--- src/rtl/wdogPkg.sv ---
package wdogPkg;
  localparam logic [7:0] KEY_ARM  = 8'h55;
  localparam logic [7:0] KEY_DONE = 8'hAA;

  typedef struct packed {
    logic cntClear;
    logic cntRun;
  } wdStrobe_t;
endpackage

--- src/rtl/wdogDatapath.sv ---
module wdogDatapath
  import wdogPkg::*;
#(
  parameter int BASE_LOG = 4,
  parameter int STEP_LOG = 2,
  parameter int CNT_W    = BASE_LOG + 2 * STEP_LOG
) (
  input  logic             clk,
  input  logic             rstN,
  input  wdStrobe_t        strobe,
  input  logic [1:0]       tmoSel,
  output logic [CNT_W-1:0] cntVal,
  output logic             timeoutHit
);
  localparam int NUM_SEL = 4;

  logic [CNT_W-1:0] lastCount [NUM_SEL];

  generate
    for (genvar s = 0; s < NUM_SEL; s++) begin : g_limit
      if (s == 0) begin : g_off
        assign lastCount[s] = '1;
      end else begin : g_on
        localparam int LEN_LOG = BASE_LOG + (s - 1) * STEP_LOG;
        assign lastCount[s] = CNT_W'((64'd1 << LEN_LOG) - 64'd1);
      end
    end
  endgenerate

  always_ff @(posedge clk or negedge rstN) begin
    if (!rstN) begin
      cntVal <= '0;
    end else if (strobe.cntClear) begin
      cntVal <= '0;
    end else if (strobe.cntRun) begin
      cntVal <= cntVal + 1'b1;
    end
  end

  always_comb begin
    timeoutHit = (cntVal >= lastCount[tmoSel]);
  end
endmodule

--- src/rtl/wdogCtrl.sv ---
module wdogCtrl
  import wdogPkg::*;
(
  input  logic       clk,
  input  logic       rstN,
  input  logic       wdEnable,
  input  logic [1:0] tmoSel,
  input  logic       svcWr,
  input  logic [7:0] svcData,
  input  logic       timeoutHit,
  output wdStrobe_t  strobe,
  output logic       armedFlag,
  output logic       rstReq
);
  logic active;
  logic isArm;
  logic isDone;
  logic badWrite;
  logic restartNow;
  logic fire;

  always_comb begin
    active     = wdEnable && (tmoSel != 2'd0);
    isArm      = (svcData == KEY_ARM);
    isDone     = (svcData == KEY_DONE);
    badWrite   = active && svcWr && !isArm && !isDone;
    restartNow = active && svcWr && isDone && armedFlag;
    fire       = badWrite || (active && timeoutHit && !restartNow);
    strobe.cntRun   = active;
    strobe.cntClear = !active || fire || restartNow;
  end

  always_ff @(posedge clk or negedge rstN) begin
    if (!rstN) begin
      armedFlag <= 1'b0;
    end else if (!active || fire || restartNow) begin
      armedFlag <= 1'b0;
    end else if (svcWr && isArm) begin
      armedFlag <= 1'b1;
    end
  end

  always_ff @(posedge clk or negedge rstN) begin
    if (!rstN) begin
      rstReq <= 1'b0;
    end else begin
      rstReq <= fire && !rstReq;
    end
  end
endmodule

--- src/rtl/keyWatchdog.sv ---
module keyWatchdog
  import wdogPkg::*;
#(
  parameter int BASE_LOG = 4,
  parameter int STEP_LOG = 2
) (
  input  logic       clk,
  input  logic       rstN,
  input  logic       wdEnable,
  input  logic [1:0] tmoSel,
  input  logic       svcWr,
  input  logic [7:0] svcData,
  output logic       rstReq
);
  localparam int CNT_W = BASE_LOG + 2 * STEP_LOG;

  wdStrobe_t        strobe;
  logic [CNT_W-1:0] cntVal;
  logic             timeoutHit;
  logic             armedFlag;

  wdogCtrl i_ctrl (
    .clk       (clk),
    .rstN      (rstN),
    .wdEnable  (wdEnable),
    .tmoSel    (tmoSel),
    .svcWr     (svcWr),
    .svcData   (svcData),
    .timeoutHit(timeoutHit),
    .strobe    (strobe),
    .armedFlag (armedFlag),
    .rstReq    (rstReq)
  );

  wdogDatapath #(
    .BASE_LOG(BASE_LOG),
    .STEP_LOG(STEP_LOG),
    .CNT_W   (CNT_W)
  ) i_dp (
    .clk       (clk),
    .rstN      (rstN),
    .strobe    (strobe),
    .tmoSel    (tmoSel),
    .cntVal    (cntVal),
    .timeoutHit(timeoutHit)
  );
endmodule

--- config.mk ---
export PLATFORM = sky130hd
export DESIGN_NAME = keyWatchdog
export DESIGN_NICKNAME = d
export VERILOG_FILES = /design/src/rtl/wdogPkg.sv /design/src/rtl/wdogDatapath.sv /design/src/rtl/wdogCtrl.sv /design/src/rtl/keyWatchdog.sv
export SDC_FILE = /design/constraint.sdc
export NUM_CORES = 1
export LEC_CHECK = 0
export CORE_MARGIN = 2
export CORE_UTILIZATION = 52
export DETAILED_ROUTE_END_ITERATION = 6
export PLACE_DENSITY_LB_ADDON = 0.25
export SYNTH_ARGS = -nofsm -noshare
export SYNTH_HDL_FRONTEND = slang
export SYNTH_SLANG_ARGS = --single-unit
export TNS_END_PERCENT = 50
--- constraint.sdc ---
create_clock -name clk -period 4.2 [get_ports clk]
set_input_delay 0.84 -clock clk [delete_from_list [all_inputs] [get_ports clk]]
set_output_delay 0.84 -clock clk [all_outputs]
set_load 0.05 [all_outputs]
==> reports/results.ini <==
[run_status]
run_status = complete, no violations

[clock_tree]
cts_root_buf = clkbuf_4
numCtsBuffers = 3
cts.clk_slew.worst_paths_ps = 70
cts_resized = 0
insertion_delay_ps = 280
post_cts_setup_buffers = 0
cts_hold_repair.buffers = 0
cts-root-to-sink-buffers = 2
cts_tree = built
cts.htree.levels = 1
clock_sinks = 10

[detailed_routing]
remaining_number_of_nets_flagged_by_the_antenna_check_after_routing = 0
drc = 0
drtIter0Drc = 20
drt-wirelength-per-cell_um = 12.9
detailedRoute.firstPassIterationCount = 4
detailroute.via_count = 536
post_drt_via_cell_ratio = 5.70
final_routed_wirelength_um = 1210

[yosys]
postSynthAreaPerCell_um2 = 11.1
post_synth_instance_area_um2 = 688
synthDominantCellAreaShare_pct = 36.4
synth.net_count = 81
ys_types = 28
synthesis.yosys.warnings = 0
ys_seq_area_share_pct = 36.4
ys_ff_latch = 10
synth_area_leaders = dfrtp_1 (36%), nor3_2 (12%), ha_1 (9.1%), xnor2_1 (5.1%), and4bb_2 (3.6%)
cell_count_after_synthesis = 62
netlist.top_cell.by_area = dfrtp_1

[grt]
grt_pass1_vias = 447
track_usage_pct = 19.1
globalRouteOverflowTotal = 0
grt_first_pass_wirelength_um = 1900
antenna_violations_before_repair = 0
grt_start_max_net_pins = 11

[sta]
timing.final.crit_share_pct = 59.5
fmax_ghz = 0.400
finalCriticalPeriod_ps = 2500
timing.final.max_slew_violations = 0
finalSetupTns_ps = 0
setup_violators_final = 0
finalHoldViolations = 0
worst_slack_ps = 1700
clock-skew-final_ps = 2.42
rsz_0062_raised_after_global_routing = false
max_slew_margin_pct = 67.0
worst_slew_pin_slew_ps = 494

[setup_path]
timing.setup.critical_path_class = in2reg
r2r_cells = 5
worst_r2r_startpoint = i_dp.cntVal[4]
cell_with_the_largest_stage_delay_on_the_worst_path = clkdlybuf4s50_1
setup.worst_path.end_class = register
timing.critical_path.depth = 8
critical_path.max_stage_delay_ps = 450
startpoint_type = input port
critical_path_source = tmoSel[1]
required_ps = 4420
worstPathMaxFanout = 10
family_with_the_most_delay_on_the_worst_path = compound AO/OA/AOI/OAI gates
worstPathCellList = clkdlybuf4s50_1, inv_1, ha_1, ha_1, nand4_1, a31o_1, a21oi_4, a31o_1
critical_path_at_ps = 2720
path_buf_inv = 2

[placement]
place_worst_setup_slack_ps = 1390
numPortBuffers = 14
dp.final_hpwl_um = 939
final_gp_congestion = 0.723
dpl_cell_area_um2 = 836

[die]
ioPinCount = 15
die_height_um = 40.4
core_um2 = 1270
fp.dieArea_um2 = 1630
die_extent_in_x_um = 40.4
initial_utilization_pct = 54.2
placement_rows = 13

[min_path]
hold_path_class = reg2reg
worstHoldStart = i_dp.cntVal[0]
hold-path-cell-count = 1

[layout]
finalNetCount = 99
syn2layout_area_growth_pct = 26.7
utilization_pct = 68.7
antennaDiodeCount = 0
postLayoutCellArea_um2 = 872
drive_above_1_share_pct = 21.5

[pwr]
leakagePower_nw = 0.362
powerDensity_nw_per_um2 = 257
totalPowerFinal_mw = 0.224
vdd_drop_max_mv = 0.192

[job]
maxcap_viol_count = 0

kinds of logic after synthesis:
| family | Yosys count | share of synthesized area (%) |
|---|---|---|
| simple gates | 25 | 29.5 |
| compound gates | 11 | 13.6 |
| xor+xnor | 6 | 7.64 |
| buf+inv | 5 | 3.82 |
| flops | 10 | 36.4 |
| fa+ha+maj | 5 | 9.09 |
flip-flops by register name, indices dropped and copies added, names as in the netlist:
name              count
i_dp.cntVal           8
i_ctrl.armedFlag      1
i_ctrl.rstReq         1
report_power, final:
| group | internal (mW) | switching (mW) | total (mW) | leakage (nW) |
|---|---|---|---|---|
| clock | 0.0528 | 0.0374 | 0.0902 | 0.0210 |
| combinational | 0.0190 | 0.0151 | 0.0341 | 0.203 |
| sequential | 0.0983 | 0.00136 | 0.0996 | 0.138 |
| total | 0.170 | 0.0538 | 0.224 | 0.362 |
through the flow:
step | hold WS, ps | cells
finish | 478 | 94
global route | 525 | 94
CTS | 484 | 94
detailed placement | 477 | 90
global placement | 471 | 90
floorplan | 448 | 62
cell usage in the layout, fill, tap and decap left out, drive strengths merged:
cell and count:
a211oi 1, a21bo 1, a21oi 3, a31o 2, a31oi 1, a41oi 1, and3 2, and4bb 3
clkbuf 4, clkdlybuf4s50 14, dfrtp 10, ha 5, inv 4, nand2 3, nand2b 1, nand3 2
nand3b 1, nand4 1, nor2 1, nor3 9, nor3b 1, nor4bb 1, o21ai 2, xnor2 4
xor2 2
layer usage:
layer  track usage (%)  wire, um
met1              23.6       552
met2              25.4       542
met3              8.33        77
met4              15.0        38
met5                 0         0
worst reg2reg max path: cells and delay by family (launching register included):
family / cells / cell delay [ps]
AOI/OAI and AO/OA: 3 / 790
adders and majority gates: 1 / 300
DFF: 1 / 420
and+or+nand+nor: 1 / 90
worst paths after layout:
kind	to	slack (ps)
min in group asynchronous	i_dp.cntVal[4]	870
worst max register to register	i_ctrl.rstReq	2540
worst min-delay path	i_dp.cntVal[0]	480
worst max-delay path	i_ctrl.rstReq	1700
worst min register to register	i_dp.cntVal[0]	480
max in group asynchronous	i_dp.cntVal[0]	3020
cells in the mapped netlist:
| library cell | count |
|---|---|
| a211oi_1 | 1 |
| a21bo_1 | 1 |
| a21oi_1 | 2 |
| a21oi_4 | 1 |
| a31o_1 | 2 |
| a31oi_1 | 1 |
| a41oi_2 | 1 |
| and3_1 | 2 |
| and4bb_1 | 1 |
| and4bb_2 | 2 |
| buf_6 | 1 |
| dfrtp_1 | 10 |
| ha_1 | 5 |
| inv_1 | 4 |
| nand2_1 | 3 |
| nand2b_1 | 1 |
| nand3_1 | 2 |
| nand3b_1 | 1 |
| nand4_1 | 1 |
| nor2_1 | 1 |
| nor3_1 | 1 |
| nor3_2 | 8 |
| nor3b_2 | 1 |
| nor4bb_1 | 1 |
| o21ai_0 | 1 |
| o21ai_1 | 1 |
| xnor2_1 | 4 |
| xor2_1 | 2 |
cell type report:
type / count / area, um2
Sequential cell: 10 / 250
Fill cell: 99 / 397
Clock buffer: 4 / 36.3
Inverter: 4 / 15.0
Tap cell: 15 / 18.8
Timing Repair Buffer: 14 / 140
Multi-Input combinational cell: 47 / 412
Power figures use the tool's default switching activity.
